===== src/rtl/tblrd_pkg.sv =====
package tblrd_pkg;
    localparam int CMD_W  = 4;
    localparam int PAY_W  = 16;
    localparam int BYTE_W = 8;

    localparam logic [CMD_W-1:0]  CMD_CORE  = 4'b0000;
    localparam logic [CMD_W-1:0]  CMD_TBLRD = 4'b1001;

    localparam logic [BYTE_W-1:0] OP_LIT    = 8'h0E;
    localparam logic [BYTE_W-1:0] OP_MOVREG = 8'h6E;
    localparam logic [BYTE_W-1:0] REG_UP    = 8'hF8;
    localparam logic [BYTE_W-1:0] REG_HI    = 8'hF7;
    localparam logic [BYTE_W-1:0] REG_LO    = 8'hF6;
endpackage


===== src/rtl/link_sync.sv =====
module link_sync #(
    parameter int STAGES = 2
) (
    input  logic clk,
    input  logic rst_n,
    input  logic pgm_clk,
    input  logic pgm_din,
    output logic fall,
    output logic din_s
);
    typedef struct packed {
        logic [STAGES-1:0] ck;
        logic [STAGES-1:0] dt;
        logic              ck_prev;
    } sync_t;

    sync_t st_d, st_q;

    always_comb begin
        st_d         = st_q;
        st_d.ck      = {st_q.ck[STAGES-2:0], pgm_clk};
        st_d.dt      = {st_q.dt[STAGES-2:0], pgm_din};
        st_d.ck_prev = st_q.ck[STAGES-1];
    end

    always_ff @(posedge clk or negedge rst_n) begin
        if (!rst_n) st_q <= '0;
        else        st_q <= st_d;
    end

    assign fall  = st_q.ck_prev & ~st_q.ck[STAGES-1];
    assign din_s = st_q.dt[STAGES-1];
endmodule


===== src/rtl/frame_ctrl.sv =====
module frame_ctrl
    import tblrd_pkg::*;
(
    input  logic              clk,
    input  logic              rst_n,
    input  logic              fall,
    input  logic              din,
    input  logic              rd_vld,
    input  logic [BYTE_W-1:0] rd_byte,
    output logic [CMD_W-1:0]  cmd,
    output logic [PAY_W-1:0]  payload,
    output logic              cmd_done,
    output logic              frame_done,
    output logic              dout,
    output logic              oe
);
    localparam int CNT_W = $clog2(CMD_W + PAY_W);
    localparam logic [CNT_W-1:0] CMD_LAST = CNT_W'(CMD_W - 1);
    localparam logic [CNT_W-1:0] OE_IDX   = CNT_W'(CMD_W + 7);
    localparam logic [CNT_W-1:0] LAST_IDX = CNT_W'(CMD_W + PAY_W - 1);

    typedef struct packed {
        logic [CNT_W-1:0]  cnt;
        logic [CMD_W-1:0]  cmd;
        logic [PAY_W-1:0]  pay;
        logic              cmd_done;
        logic              frame_done;
        logic              is_rd;
        logic              oe;
        logic [BYTE_W-1:0] obyte;
    } frm_t;

    frm_t st_d, st_q;
    logic [CMD_W-1:0] cmd_next;

    always_comb begin
        st_d            = st_q;
        st_d.cmd_done   = 1'b0;
        st_d.frame_done = 1'b0;
        cmd_next        = {din, st_q.cmd[CMD_W-1:1]};
        if (rd_vld) st_d.obyte = rd_byte;
        if (fall) begin
            if (st_q.cnt <= CMD_LAST) st_d.cmd = cmd_next;
            else                      st_d.pay = {din, st_q.pay[PAY_W-1:1]};
            if (st_q.cnt == CMD_LAST) begin
                st_d.cmd_done = 1'b1;
                st_d.is_rd    = (cmd_next == CMD_TBLRD);
            end
            if (st_q.is_rd && st_q.cnt == OE_IDX) st_d.oe = 1'b1;
            if (st_q.oe && st_q.cnt > OE_IDX && st_q.cnt < LAST_IDX)
                st_d.obyte = {1'b0, st_q.obyte[BYTE_W-1:1]};
            if (st_q.cnt == LAST_IDX) begin
                st_d.cnt        = '0;
                st_d.frame_done = 1'b1;
                st_d.oe         = 1'b0;
            end else begin
                st_d.cnt = st_q.cnt + 1'b1;
            end
        end
    end

    always_ff @(posedge clk or negedge rst_n) begin
        if (!rst_n) st_q <= '0;
        else        st_q <= st_d;
    end

    assign cmd        = st_q.cmd;
    assign payload    = st_q.pay;
    assign cmd_done   = st_q.cmd_done;
    assign frame_done = st_q.frame_done;
    assign dout       = st_q.obyte[0];
    assign oe         = st_q.oe;

    assert_cnt_range_R1: assert property (@(posedge clk) disable iff (!rst_n)
        st_q.cnt <= LAST_IDX);
    assert_oe_start_R5: assert property (@(posedge clk) disable iff (!rst_n)
        $rose(st_q.oe) |-> st_q.cnt == OE_IDX + 1'b1);
    assert_oe_window_R6: assert property (@(posedge clk) disable iff (!rst_n)
        st_q.oe |-> (st_q.cnt > OE_IDX && st_q.is_rd));
    assert_oe_release_R6: assert property (@(posedge clk) disable iff (!rst_n)
        st_q.frame_done |-> !st_q.oe);
endmodule


===== src/rtl/ptr_unit.sv =====
module ptr_unit
    import tblrd_pkg::*;
#(
    parameter int ADDR_W = 22
) (
    input  logic              clk,
    input  logic              rst_n,
    input  logic              cmd_done,
    input  logic              frame_done,
    input  logic [CMD_W-1:0]  cmd,
    input  logic [PAY_W-1:0]  payload,
    output logic              mem_rd,
    output logic [ADDR_W-1:0] mem_addr,
    output logic              rd_vld
);
    localparam int UP_W = ADDR_W - 16;

    typedef struct packed {
        logic [BYTE_W-1:0] w;
        logic [ADDR_W-1:0] ptr;
        logic [ADDR_W-1:0] maddr;
        logic              mrd;
        logic              vld;
    } ptr_t;

    ptr_t st_d, st_q;
    logic [BYTE_W-1:0] op_hi, op_lo;

    always_comb begin
        st_d     = st_q;
        st_d.mrd = 1'b0;
        st_d.vld = st_q.mrd;
        op_hi    = payload[PAY_W-1:BYTE_W];
        op_lo    = payload[BYTE_W-1:0];
        if (cmd_done && cmd == CMD_TBLRD) begin
            st_d.mrd   = 1'b1;
            st_d.maddr = st_q.ptr;
            st_d.ptr   = st_q.ptr + 1'b1;
        end
        if (frame_done && cmd == CMD_CORE) begin
            if (op_hi == OP_LIT) begin
                st_d.w = op_lo;
            end else if (op_hi == OP_MOVREG) begin
                case (op_lo)
                    REG_UP:  st_d.ptr[ADDR_W-1:16] = st_q.w[UP_W-1:0];
                    REG_HI:  st_d.ptr[15:8]        = st_q.w;
                    REG_LO:  st_d.ptr[7:0]         = st_q.w;
                    default: ;
                endcase
            end
        end
    end

    always_ff @(posedge clk or negedge rst_n) begin
        if (!rst_n) st_q <= '0;
        else        st_q <= st_d;
    end

    assign mem_rd   = st_q.mrd;
    assign mem_addr = st_q.maddr;
    assign rd_vld   = st_q.vld;

    assert_addr_incr_R4: assert property (@(posedge clk) disable iff (!rst_n)
        st_q.mrd |-> st_q.ptr == ADDR_W'(st_q.maddr + 1'b1));
    assert_rd_pulse_R4: assert property (@(posedge clk) disable iff (!rst_n)
        st_q.mrd |=> !st_q.mrd);
    assert_wrap_R7: assert property (@(posedge clk) disable iff (!rst_n)
        (st_q.mrd && st_q.maddr == '1) |-> st_q.ptr == '0);
    assert_vld_follow_R4: assert property (@(posedge clk) disable iff (!rst_n)
        st_q.vld |-> $past(st_q.mrd));
endmodule


===== src/rtl/tblrd_responder.sv =====
module tblrd_responder
    import tblrd_pkg::*;
#(
    parameter int ADDR_W      = 22,
    parameter int SYNC_STAGES = 2
) (
    input  logic              clk,
    input  logic              rst_n,
    input  logic              pgm_clk,
    input  logic              pgm_din,
    output logic              pgm_dout,
    output logic              pgm_oe,
    output logic              mem_rd,
    output logic [ADDR_W-1:0] mem_addr,
    input  logic [BYTE_W-1:0] mem_rdata
);
    logic             fall, din_s, cmd_done, frame_done, rd_vld;
    logic [CMD_W-1:0] cmd;
    logic [PAY_W-1:0] payload;

    link_sync #(.STAGES(SYNC_STAGES)) u_sync (
        .clk     (clk),
        .rst_n   (rst_n),
        .pgm_clk (pgm_clk),
        .pgm_din (pgm_din),
        .fall    (fall),
        .din_s   (din_s)
    );

    frame_ctrl u_frame (
        .clk        (clk),
        .rst_n      (rst_n),
        .fall       (fall),
        .din        (din_s),
        .rd_vld     (rd_vld),
        .rd_byte    (mem_rdata),
        .cmd        (cmd),
        .payload    (payload),
        .cmd_done   (cmd_done),
        .frame_done (frame_done),
        .dout       (pgm_dout),
        .oe         (pgm_oe)
    );

    ptr_unit #(.ADDR_W(ADDR_W)) u_ptr (
        .clk        (clk),
        .rst_n      (rst_n),
        .cmd_done   (cmd_done),
        .frame_done (frame_done),
        .cmd        (cmd),
        .payload    (payload),
        .mem_rd     (mem_rd),
        .mem_addr   (mem_addr),
        .rd_vld     (rd_vld)
    );
endmodule


===== config.mk =====
export PLATFORM = sky130hd
export DESIGN_NAME = tblrd_responder
export DESIGN_NICKNAME = d
export VERILOG_FILES = /design/src/rtl/tblrd_pkg.sv /design/src/rtl/link_sync.sv /design/src/rtl/frame_ctrl.sv /design/src/rtl/ptr_unit.sv /design/src/rtl/tblrd_responder.sv
export SDC_FILE = /design/constraint.sdc
export NUM_CORES = 1
export LEC_CHECK = 0
export CAP_MARGIN = 15
export CORE_MARGIN = 2
export CORE_UTILIZATION = 25
export DETAILED_ROUTE_END_ITERATION = 10
export PLACE_DENSITY = 0.53
export SYNTH_ARGS = -nofsm -noshare
export SYNTH_HDL_FRONTEND = slang
export SYNTH_SLANG_ARGS = --single-unit

===== constraint.sdc =====
create_clock -name clk -period 1.8 [get_ports clk]
set_input_delay 0.36 -clock clk [delete_from_list [all_inputs] [get_ports clk]]
set_output_delay 0.36 -clock clk [all_outputs]
set_load 0.02 [all_outputs]

### Yosys cells after proc, flatten, opt, wreduce, memory -nomap -nowiden

Cells that the tools add are included.

* register bits: 96
* bits in latches: 0
* memory bits (writable): 0
* bits in read-only memories: 0
* bits of input ports: 12
* logic and storage cells: 62
* memories kept: 0

* add/sub/neg operators: 2
* multiply operators: 0
* div/mod/pow operators: 0
* magnitude comparators: 3
* equal/unequal tests: 10
* shift operators: 0
* mux-type cells: 16
* bitwise gates (word level): 3
* reductions and logical operators: 12

Operators with widths (count)
* 22-bit two-way mux: 3
* 45-bit two-way mux: 1
* 8-bit two-way mux: 4
* 8-bit == test, second input constant: 3
* 22-bit by 1-bit adder with 22-bit output, second input constant: 1
* 12-bit two-way mux: 1
* 2-bit AND reduction: 5
* 4-bit == test, second input constant: 2
* 8-bit by 4-bit == test with 1-bit output, second input constant: 1
* 8-bit by 7-bit == test with 1-bit output, second input constant: 1
* 6-bit two-way mux: 1
* 5-bit by 1-bit adder with 5-bit output, second input constant: 1
* 5-bit by 2-bit == test with 1-bit output, second input constant: 1
* 5-bit by 4-bit == test with 1-bit output, second input constant: 1
* 5-bit == test, second input constant: 1
* 5-bit by 4-bit > comparator with 1-bit output, second input constant: 1
* 5-bit by 2-bit less-or-equal comparator with 1-bit output, second input constant: 1
* 1-bit logical AND: 5
* 5-bit less-than comparator, second input constant: 1
* 1-bit two-way mux: 5
* 5-bit two-way mux: 1
* 4-bit logical NOT: 1
* 1-bit inverter: 2
* 2-bit nonzero test: 1
* 1-bit bitwise AND: 1

### Logic depth before layout (Yosys ltp)

Gate-level depths: netlist of the first run.

* depth in word-level cells: 7
* gate-level depth with buffers: 7
* mapped depth without buffers: 6

### Modules after synthesis

From an unflattened synthesis of the first run, not the netlist that was laid out.

* cells, all modules: 386
* area, all modules: 4695.8 um^2

Modules (own cells, without submodules)
* ptr_unit: instances 1, cells each 240, area each 2775.2 um^2, sequential area each 1351.3 um^2
* frame_ctrl: instances 1, cells each 140, area each 1781.7 um^2, sequential area each 925.9 um^2
* link_sync: instances 1, cells each 6, area each 138.9 um^2, sequential area each 125.1 um^2

### Worst setup path after synthesis of the first run

No wires, ideal clock.

* path kind: reg2reg
* start: reg u_frame.st_q (netlist bit u_frame.cmd[0])
* end: reg u_ptr.st_q[36] in the netlist's numbering
* library setup time: 0.128 ns
* arrival: 1.689 ns
* required time: 1.672 ns
* path slack: -0.017 ns
* cell stages (with the launch flop): 6
* path buffers: 1
* path through: dfrtp_1 > buf_6 > or4_4 > nor3_4 > nand3_2 > mux2_1

RTL lines
* start: declaration: line frame_ctrl.sv:33 `frm_t st_d, st_q;`
* start signal: assignment: line frame_ctrl.sv:64 `else st_q <= st_d;`
* end signal: assignment: line ptr_unit.sv:56 `else st_q <= st_d;`
* end: declaration: line ptr_unit.sv:26 `ptr_t st_d, st_q;`

==> results of run 1 <==
[registers in the layout, summed over array words and instances (netlist names)]
register and cells:
u_ptr.mem_rd 1, u_frame.cmd 4, u_ptr.mem_addr 22, u_ptr.st_q 30, u_frame.dout 1, u_frame.oe 1
u_sync.din_s 1, u_sync.st_d 3, u_frame.payload 16, u_frame.cmd_done 1, u_ptr.rd_vld 1, u_sync.st_q 1
u_frame.frame_done 1, u_frame.st_q 13
[cells in the mapped netlist, types with 2 or more instances]
master and count:
and2_1 2, o21ai_0 11, inv_1 12, nand2b_1 2, clkbuf_1 4, a21oi_1 17, mux2_2 59, and3_1 4
nor2_1 29, mux2i_1 3, xor2_1 6, nand3_1 5, buf_6 2, nor2b_1 5, nand2_1 21, xnor2_1 16
buf_2 6, mux2_1 4, nor4_1 6, buf_4 22, dfrtp_1 96, nand4_1 9, nor3_1 12, ha_1 2
[cell families (layout without fill, tap and decap cells)]
group,Yosys count,after routing
AOI/OAI and AO/OA,34,34
xor gates and xnor gates,22,22
adders and majority gates,2,2
buffers and inverters,47,103
DFF,96,96
muxes,66,66
and+or+nand+nor,107,107
[stage by stage]
| step | setup WS [ns] | power (mW) | TNS, ns |
|---|---|---|---|
| final | 0.00443 | 5.51 | 0 |
| after global routing | -0.0532 | 5.79 | -0.302 |
| after CTS | 0.0205 | 5.51 | 0 |
| after detailed placement | -0.0907 | 3.56 | -0.0907 |
| after global placement | 0.00591 | 3.52 | 0 |
| after floorplan | 0.0332 | 3.20 | 0 |
[cell type report]
type / instances / area, µm²
clock inverter: 5 / 63.8
fill: 1695 / 11700
inverter: 12 / 45.0
sequential: 96 / 2400
clock buffer: 11 / 233
tap: 225 / 282
multi-input combinational: 231 / 1800
timing repair buffer: 75 / 707
[layout by cell type, fill, tap and decap left out, types with 11 or more instances in the layout]
| cell type | count |
|---|---|
| dfrtp_1 | 96 |
| mux2_2 | 59 |
| clkdlybuf4s50_1 | 34 |
| buf_4 | 33 |
| nor2_1 | 28 |
| nand2_1 | 19 |
| a21oi_1 | 17 |
| xnor2_1 | 16 |
| inv_1 | 12 |
| nor3_1 | 11 |
| o21ai_0 | 11 |
[final timing paths]
check / slack [ns] / end / depth (start not counted)
min in group asynchronous: 0.41 / u_sync.st_d[4] / 2
max: 0.004 / u_ptr.st_q[36] / 4
min reg2reg: 0.36 / u_sync.st_d[0] / 0
max reg2reg: 0.004 / u_ptr.st_q[36] / 4
max in group asynchronous: 0.89 / u_ptr.mem_addr[7] / 3
min: 0.36 / u_sync.st_d[0] / 0
[power by group through the flow]
stage / Sequential [mW] / Clock, mW / Combinational (mW)
after global routing: 2.67 / 2.06 / 1.06
after detailed placement: 2.66 / 0 / 0.897
after global placement: 2.65 / 0 / 0.872
after CTS: 2.62 / 1.99 / 0.902
final: 2.63 / 1.93 / 0.952
after floorplan: 2.62 / 0 / 0.580
[repair_timing]
item,in CTS,in global routing
setup buffers,1,2
hold endpoints to repair,6,0
endpoints found under the setup margin,1,51
resized for setup,1,19
cloned,0,1
hold buffers,1,0
pin swaps,1,0
[per-layer routing]
metal	global-route usage, %	vias up
li1	-	1374
met1	12.4	1372
met2	15.9	42
met3	3.33	11
met4	3.82	0
met5	0	-
==> flow_summary.json, run 1 <==
{
  "avgSynthCellArea_um2": 11.7,
  "syn_area_mm2": 0.00439,
  "synth_top_area_cell": "dfrtp_1",
  "antenna_found_initial": 0,
  "final_cells": 655,
  "drc_errors": 0,
  "grt_max_degree": 44,
  "top_layer": "met4",
  "cellPowerDensity_mw_per_mm2": 998,
  "cp_max_fo": 5,
  "initial_utilization_pct": 25.5,
  "synth_xor_area_share_pct": 4.39,
  "cts-buffers-inserted": 9,
  "r2r-start": "u_frame.cmd[3]",
  "fmax_mhz": 557,
  "grt_pass1_wl_um": 14400,
  "synth_top_family_by_area": "multiplexers",
  "final_net_count": 439,
  "async_reset_ff_share_pct": 100,
  "ant_nets": 0,
  "num_antenna_cells": 0,
  "yosysWarnings": 0,
  "cpPeakStageDelay_ns": 0.57,
  "clkPwrFrac_pct": 35.0,
  "vdd_drop_max_mv": 0.506,
  "hold_viol_final": 0,
  "utilization_pct": 32.1,
  "cp.required_ns": 2.03,
  "slew_headroom_pct": 67.2,
  "clk_latency_ns": 0.35,
  "holdCritPathClass": "reg -> reg",
  "synth.distinct_cells": 43,
  "clk_pin_slew_ns": 0.07,
  "die-area_mm2": 0.0186,
  "p_int_mw": 4.04,
  "cts_root_buf": "clkbuf_16",
  "std_cell_rows": 48,
  "crit_buf_inv": 0,
  "crit_family": "simple AND/OR/NAND/NOR gates",
  "switching_power_mw": 1.47,
  "fin_crit_ns": 1.80,
  "cts_tree": "built",
  "critPathCaptureType": "flop",
  "fp.dieH_um": 137,
  "power.share.combinational_pct": 17.3,
  "max_cap_violations": 0,
  "groute.usage.overall_pct": 9.94,
  "portBuffers": 36,
  "wl_per_cell_um": 13.1,
  "routed_wl_um": 8550,
  "vias": 2799,
  "stdcell_area_mm2": 0.00553,
  "hold_ws_ns": 0.361,
  "core-area_mm2": 0.0172,
  "syn_inst": 374,
  "crit_chain": "or4_4 -> nor3_4 -> nand3_4 -> mux2_1",
  "area_delta_synth_final_pct": 25.8,
  "slew_viol_final": 0,
  "slowest_stage": "or4_4",
  "ys_seq_area_share_pct": 54.7,
  "cts_num_sinks": 96,
  "synth_area_leaders": "dfrtp_1, mux2_2, buf_4, xnor2_1, nor2_1",
  "dr_wl_met3_um": 304,
  "vias_per_cell": 4.27,
  "synthAdderAreaFrac_pct": 0.570,
  "placed_cells": 634,
  "cp-start-kind": "flop",
  "synth_seq_cells": 96,
  "drive_gt1_share_pct": 30.9,
  "pwr-share-seq_pct": 47.8,
  "setup_viol": 0,
  "status": "completed",
  "detailedRoute.firstPassIterationCount": 4,
  "htreeDepth": 3,
  "grt_pass1_vias": 2915,
  "cp-startpoint": "u_frame.cmd[3]",
  "sw_frac_of_total_pct": 26.7,
  "dp_hpwl_um": 6080,
  "synthMuxAreaShare_pct": 16.8,
  "synthesis.nets": 388,
  "wl_met1_um": 3990,
  "synth_compound_area_share_pct": 4.16,
  "fin_crit_sh_pct": 99.8,
  "worstPathArrival_ns": 2.03,
  "drtIter0Drc": 104,
  "worstMarginPinSlew_ns": 0.488,
  "synth_edf_count": 0,
  "wl_met2_um": 4080,
  "hold_start": "u_sync.st_d[4]",
  "skew_ns": 0.0108,
  "die_x_um": 137,
  "cts_buffer_depth": 2,
  "gp_congestion": 0.801,
  "rsz0062_at_grt": "yes",
  "synth_top_area_share_pct": 54.7,
  "overflow": 0,
  "synthFlopType": "dfrtp_1",
  "dpl-instance-area_mm2": 0.00510,
  "p_leak_nw": 2.55,
  "io_pins": 37,
  "synthSimpleGateAreaFrac_pct": 13.0,
  "critical_path_class": "reg -> reg"
}
Power figures use the tool's default switching activity.
==> run 2, diff against run 1 <==
- CORE_MARGIN: 2 -> default
- PLACE_DENSITY: 0.53 -> 0.52
- clock period: 1.8 -> 2 ns (I/O delays scaled with it)
==> run 2 against run 1 <==
- maximum frequency decreased by 2.6%
- wire length decreased by 5.1%
- via count decreased by 3.8%
- combinational power decreased by 25%
- register-to-register slack improved by 0.15 ns
- sequential cell count unchanged
- largest power group unchanged
- clock power decreased by 9.8%
- first-iteration DRC count increased by 27%
- critical path type unchanged
- design area decreased by 5.5%
- critical endpoint is now u_frame.st_q[5]
- die area decreased by 2.9%
==> flow_summary.json, run 2 (same netlist as run 1, synthesis figures left out) <==
{
  "fmax_mhz": 542,
  "cts-buffers-inserted": 9,
  "portBuffers": 36,
  "vias_per_cell": 4.28,
  "htreeDepth": 3,
  "fp.dieH_um": 135,
  "area_delta_synth_final_pct": 18.9,
  "critPathCaptureType": "flop",
  "cp-start-kind": "flop",
  "final_cell_mix": "dfrtp_1, mux2_2, clkdlybuf4s50_1",
  "detailedRoute.firstPassIterationCount": 4,
  "clk_pin_slew_ns": 0.06,
  "fin_crit_ns": 1.84,
  "ant_nets": 0,
  "cts_num_sinks": 96,
  "gp_congestion": 0.739,
  "finalPower_mw": 4.81,
  "skew_ns": 0.00902,
  "cp.required_ns": 2.23,
  "io_pins": 37,
  "grt_pass1_vias": 2786,
  "cp_max_fo": 8,
  "drc_errors": 0,
  "core-area_mm2": 0.0172,
  "grt_pass1_wl_um": 14300,
  "std_cell_rows": 48,
  "hold_buffers": 0,
  "cts_tree": "built",
  "fin_crit_sh_pct": 92.2,
  "vias": 2693,
  "rsz0062_at_grt": "no",
  "cpPeakStageDelay_ns": 0.43,
  "die_x_um": 135,
  "fillCellCount": 1709,
  "top_register": "u_ptr.st_q",
  "slowest_stage": "a21oi_2",
  "slew_viol_final": 0,
  "drtIter0Drc": 132,
  "cellPowerDensity_mw_per_mm2": 922,
  "clk_latency_ns": 0.35,
  "drive_gt1_share_pct": 24.3,
  "hold_viol_final": 0,
  "routed_wl_um": 8120,
  "wl_per_cell_um": 12.9,
  "stdcell_area_mm2": 0.00522,
  "worstMarginPinSlew_ns": 0.515,
  "crit_chain": "ha_1 -> nor2_1 -> o21ai_0 -> a21oi_2 -> mux2_2",
  "largest_reg_flops": 30,
  "cts_buffer_depth": 2,
  "dpl-instance-area_mm2": 0.00491,
  "slew_headroom_pct": 65.7,
  "worstPathArrival_ns": 2.08,
  "status": "completed",
  "groute.usage.overall_pct": 10.1,
  "layout_commonest_cell": "dfrtp_1",
  "cts_root_buf": "clkbuf_16",
  "vdd_drop_max_mv": 0.482,
  "dp_hpwl_um": 5550,
  "initial_utilization_pct": 25.5,
  "tns_ns": 0,
  "setup_viol": 0,
  "dp_slack_ns": 0.137,
  "overflow": 0,
  "max_cap_violations": 0,
  "final_net_count": 413,
  "finalWorstSetupSlack_ns": 0.156,
  "die-area_mm2": 0.0181,
  "holdCritPathClass": "in -> async",
  "critical_path_class": "reg -> reg",
  "hold_ws_ns": 0.118,
  "num_antenna_cells": 0,
  "antenna_found_initial": 0,
  "p_leak_nw": 2.37,
  "grt_max_degree": 97
}
-- run 2: where the power goes --
| part | switching [mW] | internal, mW | total [mW] |
|---|---|---|---|
| registers | 0.185 | 2.18 | 2.36 |
| clock network | 0.729 | 1.01 | 1.74 |
| logic | 0.324 | 0.390 | 0.714 |
| total | 1.24 | 3.58 | 4.81 |
-- run 2: worst paths after layout --
path | startpoint | end | slack, ns | cells past startpoint
min in group clk | u_sync.st_d[4] | u_sync.st_d[0] | 0.35 | 0
min | rst_n | u_frame.payload[9] | 0.12 | 2
max in group asynchronous | rst_n | u_ptr.st_q[27] | 1.51 | 2
max | u_frame.st_q[32] | u_frame.st_q[5] | 0.16 | 5
max reg2reg | u_frame.st_q[32] | u_frame.st_q[5] | 0.16 | 5
min reg2reg | u_sync.st_d[4] | u_sync.st_d[0] | 0.35 | 0
-- run 2: cell type report --
class                           instances  area (µm²)  area share (%)
Tap cell                              225         282            5.39
Clock inverter                          4        52.6            1.01
Sequential cell                        96        2400            46.0
Clock buffer                           12         246            4.72
Multi-Input combinational cell        231        1720            32.8
Timing Repair Buffer                   49         480            9.20
Inverter                               12        45.0           0.862
-- run 2: per-stage QoR --
stage	std cells	utilization [%]
final	629	30.3
after global routing	629	30.3
after CTS	628	30.2
after detailed placement	612	28.5
after global placement	612	28.5
after floorplan	374	-
-- run 2: timing repair --
action | CTS | global route
setup buffers | 0 | 1
endpoints found under the setup margin | 0 | 2
gates resized for setup | 0 | 1
-- run 2: routing by layer --
metal,vias to the layer above,global-route usage [%],wire length (µm),share of wire (%)
met2,33,16.5,3970,49
met5,-,0,0,0
met4,0,4.68,161,2.0
li1,1314,-,-,-
met1,1334,12.5,3760,46
met3,12,2.82,229,2.8
-- run 2: critical path: cells and delay by family, from the launching register on --
family	cells	cell delay (ns)
simple gates	1	0.14
fa+ha+maj	1	0.25
flops	1	0.40
mux	1	0.39
compound gates	2	0.54
==> run 3, diff against run 2 <==
- SETUP_SLACK_MARGIN: default -> 0.1
- SKIP_LAST_GASP: default -> 1
==> run 3 against run 2 <==
- first-iteration DRC count down 19%
- wire length grew 0.54%
- hold slack worse by 0.0016 ns
- total power increased by 0.34%
- sequential power barely moved
- count of clock-buffer cells in the layout unchanged
- core utilization increased by 0.15 points
- final cell count unchanged
==> flow_summary.json, run 3 (same netlist as run 1, synthesis figures left out) <==
{
  "status": "completed",
  "finalPower_mw": 4.83,
  "cp-start-kind": "flop",
  "initial_utilization_pct": 25.5,
  "std_cell_rows": 48,
  "core-area_mm2": 0.0172,
  "switching_power_mw": 1.25,
  "rsz0062_at_grt": "yes",
  "cts_tree": "built",
  "final_net_count": 413,
  "crit_buf_inv": 0,
  "clk_latency_ns": 0.35,
  "dp_hpwl_um": 5550,
  "vias_per_cell": 4.31,
  "htreeDepth": 3,
  "p_int_mw": 3.58,
  "crit_family": "simple AND/OR/NAND/NOR gates",
  "p_leak_nw": 2.37,
  "crit_chain": "or4_4 -> nor3_4 -> nand3_2 -> mux2_1",
  "grt_pass1_vias": 2786,
  "cts-buffers-inserted": 9,
  "ant_nets": 0,
  "seq_area_mm2": 0.00240,
  "detailedRoute.firstPassIterationCount": 4,
  "gp_congestion": 0.739,
  "layout_commonest_cell": "dfrtp_1",
  "multi_input_area_mm2": 0.00174,
  "slew_headroom_pct": 65.6,
  "fin_crit_ns": 1.81,
  "fp.dieH_um": 135,
  "routed_wl_um": 8160,
  "critPathCaptureType": "flop",
  "groute.usage.overall_pct": 10.1,
  "hold_buffers": 0,
  "worstPathArrival_ns": 2.04,
  "reg2reg_slack_ns": 0.19,
  "drc_errors": 0,
  "fin_crit_sh_pct": 90.6,
  "die_x_um": 135,
  "r2r-start": "u_frame.cmd[3]",
  "cts_buffer_depth": 2,
  "power.share.combinational_pct": 15.1,
  "final_cell_mix": "dfrtp_1, mux2_2, clkdlybuf4s50_1",
  "worstRegToRegCells": 4,
  "vias": 2712,
  "largest_reg_flops": 30,
  "fmax_mhz": 552,
  "cts_num_sinks": 96,
  "tns_ns": 0,
  "grt_pass1_wl_um": 14300,
  "clkPwrFrac_pct": 36.0,
  "wl_per_cell_um": 13.0,
  "finalWorstSetupSlack_ns": 0.188,
  "grt_max_degree": 97,
  "dp_slack_ns": 0.137,
  "vdd_drop_max_mv": 0.472,
  "portBuffers": 36,
  "drive_gt1_share_pct": 24.5,
  "clk_pin_slew_ns": 0.07,
  "slew_viol_final": 0,
  "top_register": "u_ptr.st_q",
  "pwr-share-seq_pct": 48.9,
  "reg2reg_to": "u_ptr.st_q[38]",
  "cpPeakStageDelay_ns": 0.56,
  "critical_path_class": "reg -> reg",
  "dpl-instance-area_mm2": 0.00491,
  "antenna_found_initial": 0,
  "skew_ns": 0.00902,
  "cellPowerDensity_mw_per_mm2": 920,
  "area_delta_synth_final_pct": 19.5,
  "cts_root_buf": "clkbuf_16",
  "setup_viol": 0,
  "hold_viol_final": 0,
  "io_pins": 37,
  "die-area_mm2": 0.0181,
  "num_antenna_cells": 0,
  "overflow": 0,
  "stdcell_area_mm2": 0.00525,
  "sw_frac_of_total_pct": 25.9,
  "holdCritPathClass": "in -> async",
  "fillCellCount": 1709,
  "slowest_stage": "or4_4",
  "worstMarginPinSlew_ns": 0.516,
  "drtIter0Drc": 107,
  "cp_max_fo": 5,
  "cp.required_ns": 2.23,
  "max_cap_violations": 0
}
## run 3: changes by cell type in the layout (fill, tap and decap cells not counted)
| cell | before | now |
|---|---|---|
| a21oi_4 | 0 | 1 |
| or3b_2 | 1 | 0 |
| nand4_4 | 0 | 1 |
| nor4_2 | 2 | 3 |
| nor4_1 | 5 | 4 |
| a21oi_2 | 1 | 0 |
| nand4_2 | 1 | 0 |
| or3b_4 | 0 | 1 |
## run 3: how the worst max path moves through the flow
stage	start	endpoint	cells after the start
after floorplan	u_frame.cmd[0]	u_ptr.st_q[36]	5
after global placement	u_frame.cmd[2]	u_ptr.st_q[39]	5
after detailed placement	u_frame.cmd[2]	u_ptr.st_q[39]	5
after CTS	u_frame.cmd[2]	u_ptr.st_q[39]	5
after global routing	u_frame.cmd[3]	u_ptr.st_q[38]	4
final	u_frame.cmd[3]	u_ptr.st_q[38]	4
## run 3: layout make-up
type / instances / share of cell area (%)
multi-input combinational: 231 / 33.2
timing repair buffer: 49 / 9.15
inverter: 12 / 0.858
clock buffer: 12 / 4.70
tap: 225 / 5.36
clock inverter: 4 / 1.00
sequential: 96 / 45.8
## run 3: layer usage
metal | global-route usage (%) | up-vias | routed length, µm
li1 | - | 1314 | -
met1 | 12.5 | 1355 | 3750
met2 | 16.5 | 31 | 4020
met3 | 2.82 | 12 | 231
met4 | 4.68 | 0 | 161
met5 | 0 | - | 0
## run 3: through the flow
stage          utilization (%)  cells  hold slack (ns)
2_1_floorplan                -    374            0.104
3_3_place_gp              28.5    612            0.332
3_5_place_dp              28.5    612            0.335
4_1_cts                   30.2    628            0.131
5_1_grt                   30.5    629            0.142
6_report                  30.5    629            0.116
## run 3: what timing repair did
action | 4_1_cts | 5_1_grt
buffers inserted | 0 | 1
endpoints found under the setup margin | 0 | 28
resized for setup | 0 | 5
## run 3: power groups by stage
stage	logic [mW]	clock network, mW	registers, mW
floorplan	0.523	0	2.36
global placement	0.703	0	2.39
detailed placement	0.726	0	2.40
CTS	0.729	1.82	2.36
global route	0.820	1.88	2.41
finish	0.728	1.74	2.36
